--- src/rtl/mcs_pkg.sv ---
package mcs_pkg;

   typedef enum logic [2:0] {
      SL_IDLE,
      SL_FETCH,
      SL_EXEC1,
      SL_EXEC2,
      SL_DMA_IN,
      SL_DMA_OUT
   } slot_t;

   typedef enum logic [1:0] {
      CY_FETCH = 2'b00,
      CY_EXEC  = 2'b01,
      CY_DMA   = 2'b10,
      CY_INTR  = 2'b11
   } cyc_code_t;

   function automatic cyc_code_t slot_code(slot_t s);
      case (s)
         SL_FETCH:             return CY_FETCH;
         SL_DMA_IN, SL_DMA_OUT: return CY_DMA;
         default:              return CY_EXEC;
      endcase
   endfunction

endpackage

--- src/rtl/mcs_phase_ctr.sv ---
module mcs_phase_ctr #(
   parameter int CLKS_PER_MC = 8,
   localparam int PH_W = $clog2(CLKS_PER_MC)
) (
   input  logic            clk,
   input  logic            rst,
   input  logic            adv,
   output logic [PH_W-1:0] ph,
   output logic            last
);

   if (CLKS_PER_MC < 2) begin : g_bad_len
      $error("machine cycle needs at least two clocks");
   end

   assign last = (ph == PH_W'(CLKS_PER_MC - 1));

   always_ff @(posedge clk) begin
      if (rst)
         ph <= '0;
      else if (adv)
         ph <= last ? '0 : ph + 1'b1;
   end

   assert_phase_step_R1: assert property (@(posedge clk) disable iff (rst)
      (adv && !last) |=> (ph == $past(ph) + 1'b1));

   assert_phase_wrap_R1: assert property (@(posedge clk) disable iff (rst)
      (adv && last) |=> (ph == '0));

   assert_halt_hold_R10: assert property (@(posedge clk) disable iff (rst)
      !adv |=> $stable(ph));

endmodule

--- src/rtl/mcs_slot_sched.sv ---
module mcs_slot_sched
   import mcs_pkg::*;
#(
   parameter bit IN_OVER_OUT = 1'b1
) (
   input  logic  clk,
   input  logic  rst,
   input  logic  adv,
   input  logic  load,
   input  logic  last,
   input  logic  din,
   input  logic  dout,
   input  logic  long_i,
   output slot_t slot
);

   slot_t pick;
   logic  long_q;

   if (IN_OVER_OUT) begin : g_in_first
      always_comb begin
         if (din)       pick = SL_DMA_IN;
         else if (dout) pick = SL_DMA_OUT;
         else           pick = SL_FETCH;
      end
   end else begin : g_out_first
      always_comb begin
         if (dout)      pick = SL_DMA_OUT;
         else if (din)  pick = SL_DMA_IN;
         else           pick = SL_FETCH;
      end
   end

   always_ff @(posedge clk) begin
      if (rst) begin
         slot   <= SL_IDLE;
         long_q <= 1'b0;
      end else if (adv && last) begin
         if (load) begin
            slot <= din ? SL_DMA_IN : SL_IDLE;
         end else begin
            case (slot)
               SL_FETCH: begin
                  slot   <= SL_EXEC1;
                  long_q <= long_i;
               end
               SL_EXEC1: slot <= long_q ? SL_EXEC2 : pick;
               default:  slot <= pick;
            endcase
         end
      end
   end

   assert_slot_steady_R8: assert property (@(posedge clk) disable iff (rst)
      (adv && !last) |=> $stable(slot));

   if (IN_OVER_OUT) begin : g_prio_chk
      assert_in_beats_out_R4: assert property (@(posedge clk) disable iff (rst)
         (slot == SL_DMA_OUT && $past(last) && $past(adv)) |-> !$past(din));
   end

   assert_load_no_fetch_R9: assert property (@(posedge clk) disable iff (rst)
      (adv && last && load) |=> (slot == SL_DMA_IN || slot == SL_IDLE));

   assert_fetch_then_exec_R3: assert property (@(posedge clk) disable iff (rst)
      (adv && last && !load && slot == SL_FETCH) |=> (slot == SL_EXEC1));

endmodule

--- src/rtl/mcs_bus_drive.sv ---
module mcs_bus_drive
   import mcs_pkg::*;
#(
   parameter int ADDR_W      = 16,
   parameter int BUS_W       = 8,
   parameter int CLKS_PER_MC = 8,
   parameter int RD_FIRST    = 3,
   parameter int RD_LAST     = 7,
   parameter int WR_FIRST    = 5,
   parameter int WR_LAST     = 6,
   localparam int PH_W       = $clog2(CLKS_PER_MC),
   localparam int NBEAT      = ADDR_W / BUS_W
) (
   input  logic              clk,
   input  logic              rst,
   input  logic              adv,
   input  logic              last,
   input  slot_t             slot,
   input  logic [PH_W-1:0]   ph,
   input  logic [ADDR_W-1:0] addr_i,
   input  logic [ADDR_W-1:0] ptr_i,
   output logic [BUS_W-1:0]  bus_o,
   output logic              stb_o,
   output logic              rd_o,
   output logic              wr_o,
   output cyc_code_t         code_o,
   output logic              inc_o
);

   if (ADDR_W % BUS_W != 0) begin : g_bad_split
      $error("address width must be a multiple of bus width");
   end
   if (NBEAT > CLKS_PER_MC) begin : g_bad_beats
      $error("more address beats than clocks per cycle");
   end
   if (RD_FIRST > RD_LAST || RD_LAST >= CLKS_PER_MC) begin : g_bad_rd
      $error("read window outside the machine cycle");
   end
   if (WR_FIRST > WR_LAST || WR_LAST >= CLKS_PER_MC) begin : g_bad_wr
      $error("write window outside the machine cycle");
   end

   logic [CLKS_PER_MC-1:0] rd_mask;
   logic [CLKS_PER_MC-1:0] wr_mask;
   logic [BUS_W-1:0]       beat [NBEAT];
   logic [ADDR_W-1:0]      src;
   logic                   is_dma;

   for (genvar p = 0; p < CLKS_PER_MC; p++) begin : g_win
      assign rd_mask[p] = (p >= RD_FIRST) && (p <= RD_LAST);
      assign wr_mask[p] = (p >= WR_FIRST) && (p <= WR_LAST);
   end

   assign is_dma = (slot == SL_DMA_IN) || (slot == SL_DMA_OUT);
   assign src    = is_dma ? ptr_i : addr_i;

   for (genvar b = 0; b < NBEAT; b++) begin : g_beat
      assign beat[b] = src[ADDR_W-1-b*BUS_W -: BUS_W];
   end

   always_comb begin
      bus_o = beat[NBEAT-1];
      for (int b = 0; b < NBEAT; b++) begin
         if (ph == PH_W'(b)) bus_o = beat[b];
      end
   end

   assign stb_o  = (ph == '0);
   assign rd_o   = ((slot == SL_FETCH) || (slot == SL_DMA_OUT)) && rd_mask[ph];
   assign wr_o   = (slot == SL_DMA_IN) && wr_mask[ph];
   assign code_o = slot_code(slot);
   assign inc_o  = is_dma && last && adv;

   assert_rd_wr_excl_R6: assert property (@(posedge clk) disable iff (rst)
      !(rd_o && wr_o));

   assert_wr_in_dma_R7: assert property (@(posedge clk) disable iff (rst)
      wr_o |-> (code_o == CY_DMA));

   assert_inc_in_dma_R5: assert property (@(posedge clk) disable iff (rst)
      inc_o |-> (code_o == CY_DMA && !stb_o));

   assert_code_legal_R8: assert property (@(posedge clk) disable iff (rst)
      code_o != CY_INTR);

   assert_no_inc_halt_R10: assert property (@(posedge clk) disable iff (rst)
      !adv |-> !inc_o);

endmodule

--- src/rtl/mc_bus_sequencer.sv ---
module mc_bus_sequencer
   import mcs_pkg::*;
#(
   parameter int ADDR_W      = 16,
   parameter int BUS_W       = 8,
   parameter int CLKS_PER_MC = 8,
   parameter int RD_FIRST    = 3,
   parameter int RD_LAST     = 7,
   parameter int WR_FIRST    = 5,
   parameter int WR_LAST     = 6,
   parameter bit IN_OVER_OUT = 1'b1,
   localparam int PH_W       = $clog2(CLKS_PER_MC)
) (
   input  logic              clk,
   input  logic              clear_i,
   input  logic              wait_i,
   input  logic              dma_in_req_i,
   input  logic              dma_out_req_i,
   input  logic              instr_long_i,
   input  logic [ADDR_W-1:0] addr_i,
   input  logic [ADDR_W-1:0] dma_ptr_i,
   output logic [BUS_W-1:0]  bus_addr_o,
   output logic              addr_stb_o,
   output logic              mem_rd_o,
   output logic              mem_wr_o,
   output logic [1:0]        cyc_code_o,
   output logic              ptr_inc_o
);

   logic            rst;
   logic            load;
   logic            adv;
   logic            last;
   logic [PH_W-1:0] ph;
   slot_t           slot;
   cyc_code_t       code;

   assign rst  = clear_i && !wait_i;
   assign load = clear_i && wait_i;
   assign adv  = !(clear_i ^ wait_i);

   mcs_phase_ctr #(
      .CLKS_PER_MC(CLKS_PER_MC)
   ) u_phase (
      .clk (clk),
      .rst (rst),
      .adv (adv),
      .ph  (ph),
      .last(last)
   );

   mcs_slot_sched #(
      .IN_OVER_OUT(IN_OVER_OUT)
   ) u_sched (
      .clk   (clk),
      .rst   (rst),
      .adv   (adv),
      .load  (load),
      .last  (last),
      .din   (dma_in_req_i),
      .dout  (dma_out_req_i),
      .long_i(instr_long_i),
      .slot  (slot)
   );

   mcs_bus_drive #(
      .ADDR_W     (ADDR_W),
      .BUS_W      (BUS_W),
      .CLKS_PER_MC(CLKS_PER_MC),
      .RD_FIRST   (RD_FIRST),
      .RD_LAST    (RD_LAST),
      .WR_FIRST   (WR_FIRST),
      .WR_LAST    (WR_LAST)
   ) u_drive (
      .clk   (clk),
      .rst   (rst),
      .adv   (adv),
      .last  (last),
      .slot  (slot),
      .ph    (ph),
      .addr_i(addr_i),
      .ptr_i (dma_ptr_i),
      .bus_o (bus_addr_o),
      .stb_o (addr_stb_o),
      .rd_o  (mem_rd_o),
      .wr_o  (mem_wr_o),
      .code_o(code),
      .inc_o (ptr_inc_o)
   );

   assign cyc_code_o = code;

   assert_stb_once_R1: assert property (@(posedge clk) disable iff (rst)
      (adv && addr_stb_o) |=> !addr_stb_o);

   assert_reset_quiet_R11: assert property (@(posedge clk)
      rst |=> (rst -> (!mem_rd_o && !mem_wr_o && cyc_code_o == 2'b01)));

endmodule

--- config.mk ---
export PLATFORM = sky130hd
export DESIGN_NAME = mc_bus_sequencer
export DESIGN_NICKNAME = d
export VERILOG_FILES = /design/src/rtl/mcs_pkg.sv /design/src/rtl/mcs_phase_ctr.sv /design/src/rtl/mcs_slot_sched.sv /design/src/rtl/mcs_bus_drive.sv /design/src/rtl/mc_bus_sequencer.sv
export SDC_FILE = /design/constraint.sdc
export NUM_CORES = 1
export LEC_CHECK = 0
export ABC_AREA = 1
export BUFFER_PORTS_ARGS = -buffer_cell sky130_fd_sc_hd__buf_2
export CORE_MARGIN = 1.5
export CORE_UTILIZATION = 38
export DETAILED_ROUTE_END_ITERATION = 8
export GPL_ROUTABILITY_DRIVEN = 0
export PLACE_DENSITY = 0.73
export SLEW_MARGIN = 20
export SYNTH_ARGS = -nofsm -noshare
export SYNTH_HDL_FRONTEND = slang
export SYNTH_SLANG_ARGS = --single-unit
export TNS_END_PERCENT = 30
--- constraint.sdc ---
create_clock -name clk -period 1.5 [get_ports clk]
set_input_delay 0.075 -clock clk [delete_from_list [all_inputs] [get_ports clk]]
set_output_delay 0.075 -clock clk [all_outputs]
set_load 0.01 [all_outputs]
==> results by group <==
Run status
  – Status: complete, but fails checks
  – Failing checks: negative setup slack

Synth
  – Post-Syn Area: 844.6 µm²
  – Post-synth net total: 184
  – Yosys reg bits: 9
  – Syn Area/Cell: a little over 6 µm²
  – Post-synth cell types: 21
  – Synthesized netlist cell count: 139
  – Synth warnings: 0
  – Post-synthesis sequential area ratio: 21.33%

Clocking
  – CTS root buf: clkbuf_4
  – CTS Hold Bufs: 0
  – Sink Count: 9
  – Clock tree from TritonCTS: done
  – Skew-Pair Late Insertion Delay: approximately 0.26 ns
  – Clock slew at reported path FFs: 0.07 ns
  – Depth of the CTS H-tree: 1
  – Total CTS buffers: 3
  – Clk buf depth: 2

Flow run
  – Max-cap violations: 0

Global routing
  – GRT Max-Usage Layer: met2
  – GR Layer Usage met3: about 4.5%
  – Grt total ovfl: 0
  – Largest net degree at the start of global routing: 18
  – Vias in the first global route: 1,044
  – Initial antenna violation count: 0
  – GRT Util Overall: about a fifth
  – First-pass GRT wire length: 4.119 mm
  – Met1 GRT Util: 22.00%
  – Grt met2 use: between 30 and 40%

Placement
  – Post-DP Area: 0.001135 mm²
  – Post-detail-place hpwl: between 1.5 and 2 mm
  – Port bufs: 51
  – Pre-CTS setup slack: -0.1339 ns

Timing
  – Final Slew Violations: 0
  – Final Cycle Share: 107.2%
  – Tightest Pin Transition: 0.2932 ns
  – Final hold violation count: 0
  – Final setup margin: -0.1073 ns
  – Max Freq: 622.2 MHz
  – Final Critical Period: 1.607 ns
  – Slew Limit Headroom: 80.30%
  – RSZ-0062 raised after global routing: true
  – Setup Viol. Count Final: 11
  – Clock skew: 0.003549 ns

Drt
  – Via Count: roughly 1,100
  – DR WL/cell: around 11 µm
  – TritonRoute pass-1 iters: 4
  – Vias per std cell: 4.754
  – Detail Route Antenna Nets: 0
  – Drt total wl: 2.528 mm
  – Initial drt markers: 13
  – DRC Markers: 0

Setup path
  – CP max FO: 8
  – Crit path required time: 1.42 ns
  – Startpoint Class: flop
  – Setup CP Type: flop to output port
  – Critical Path AT: 1.53 ns
  – Nature of the critical path endpoint: output port

Cells and area
  – # diodes: 0
  – Fraction of layout cells with a size suffix above 1: 46.27%
  – Final #Nets: 247
  – Finished Cell Area: 0.001338 mm²
  – # fillers: 183
  – Most frequent cells in the layout: 54 x nand2_1, 51 x buf_2, 11 x inv_1
  – P&R area growth vs syn: 58.37%
  – Commonest non-fill, non-tap cell in the layout: nand2_1

Floorplan
  – IO Pins: 52
  – Die X: 50.15 µm
  – Initial Util: 41.77%
  – Rows: 16
  – Die Height: between 50 and 60 µm
  – Core region area: 0.002022 mm²
  – DIE AREA: 0.002515 mm²

Power and ir drop
  – Cell internal pwr: 871.4 µW
  – Leak: 0.7053 nW
  – Comb pwr share: 64.4%
  – Clock share of power: around 13%
  – Net Sw Power: 641.9 µW
  – PwrDens: 1131 mW/mm²
  – Maximum VDD drop: 0.7867 mV
  – Net Sw Frac: 42.42%
  – Tot Pwr: ~1.5 mW
  – Sequential Power Share: 23.1%

Min path
  – Class of the worst hold path: input pin to flop
==> power groups by stage <==
| stage | clock (mW) | combinational [mW] | sequential (mW) |
|---|---|---|---|
| 5_1_grt | 0.208 | 1.07 | 0.355 |
| 4_1_cts | 0.190 | 0.911 | 0.348 |
| 3_5_place_dp | 0 | 0.730 | 0.335 |
| 6_report | 0.189 | 0.974 | 0.350 |
| 3_3_place_gp | 0 | 0.708 | 0.333 |
| 2_1_floorplan | 0 | 0.490 | 0.329 |
==> cell usage after synthesis <==
master / number / area [µm²]
nor3_1: 1 / 5.000
nand2_2: 1 / 6.260
o21ai_0: 1 / 5.000
buf_4: 2 / 15.01
inv_1: 14 / 52.55
and2_1: 1 / 6.260
dfxtp_1: 9 / 180.2
o211ai_2: 1 / 12.51
nor2_4: 2 / 22.52
ha_1: 7 / 87.58
nor2_1: 10 / 37.54
nor2_2: 1 / 6.260
nand2_1: 55 / 206.5
o21a_1: 7 / 52.55
a211oi_1: 4 / 30.03
or2_2: 1 / 6.260
a21oi_1: 6 / 30.03
clkbuf_1: 1 / 3.750
nand3_1: 12 / 60.06
inv_2: 2 / 7.510
buf_6: 1 / 11.26
==> critical path, stage by stage (launching register included) <==
cell and delay, ns:
dfxtp_2 0.34, inv_2 0.05, buf_6 0.11, ha_4 0.16, nor2_4 0.12, buf_6 0.15, nand3_1 0.09, nand2_1 0.09
inv_1 0.04, buf_2 0.13
==> path summary, 6_finish.rpt <==
path	from	end	slack, ns	cells after the start
worst max register to register	u_phase.ph[1]$_SDFFE_PN0N_	flop	-0.07	8
worst min-delay path	instr_long_i	u_sched.long_q$_SDFFE_PN0P_	0.08	3
worst min register to register	u_sched.long_q$_SDFFE_PN0P_	u_sched.long_q$_SDFFE_PN0P_	0.47	2
worst max-delay path	u_phase.ph[1]$_SDFFE_PN0N_	bus_addr_o[6]	-0.11	9
==> metrics by stage <==
stage	std cells	setup TNS (ns)	hold slack [ns]	util, %
finish	228	-0.6920	0.07641	66.15
global route	228	-1.386	0.1057	66.15
floorplan	139	-0.000001332	0.2394	-
global placement	217	-0.02367	0.3465	56.13
detailed placement	217	-0.2126	0.3488	56.13
CTS	227	-0.3939	0.07866	64.29
==> routing by layer <==
layer  up-vias  routed length [µm]
met2        34                1229
met1       483                1091
met4         0                   9
met3         2                 198
met5         -                   0
li1        565                   -
==> final cells by class <==
cell class                      instances  area (µm²)  area share [%]
Multi-Input combinational cell        110       669.4           50.05
Sequential cell                         9       186.4           13.94
Inverter                               16       60.06           4.490
Timing Repair Buffer                   62       361.6           27.03
Clock buffer                            4       26.28           1.964
Tap cell                               27       33.78           2.526
==> logic make-up (layout without fill, tap and decap cells) <==
kind of cell / Yosys count / count (layout) / synth area share [%]
and+or+nand+nor: 84 / 84 / 42.22
buffers and inverters: 20 / 82 / 10.67
AOI/OAI and AO/OA: 19 / 19 / 15.41
DFF: 9 / 9 / 21.33
adders and majority gates: 7 / 7 / 10.37
==> what timing repair did <==
item,in CTS,in global routing
setup buffers,5,1
pin swaps,6,4
setup endpoints to repair,11,11
resized for setup,22,7
cloned,1,0
(Power assumes the default switching activity.)
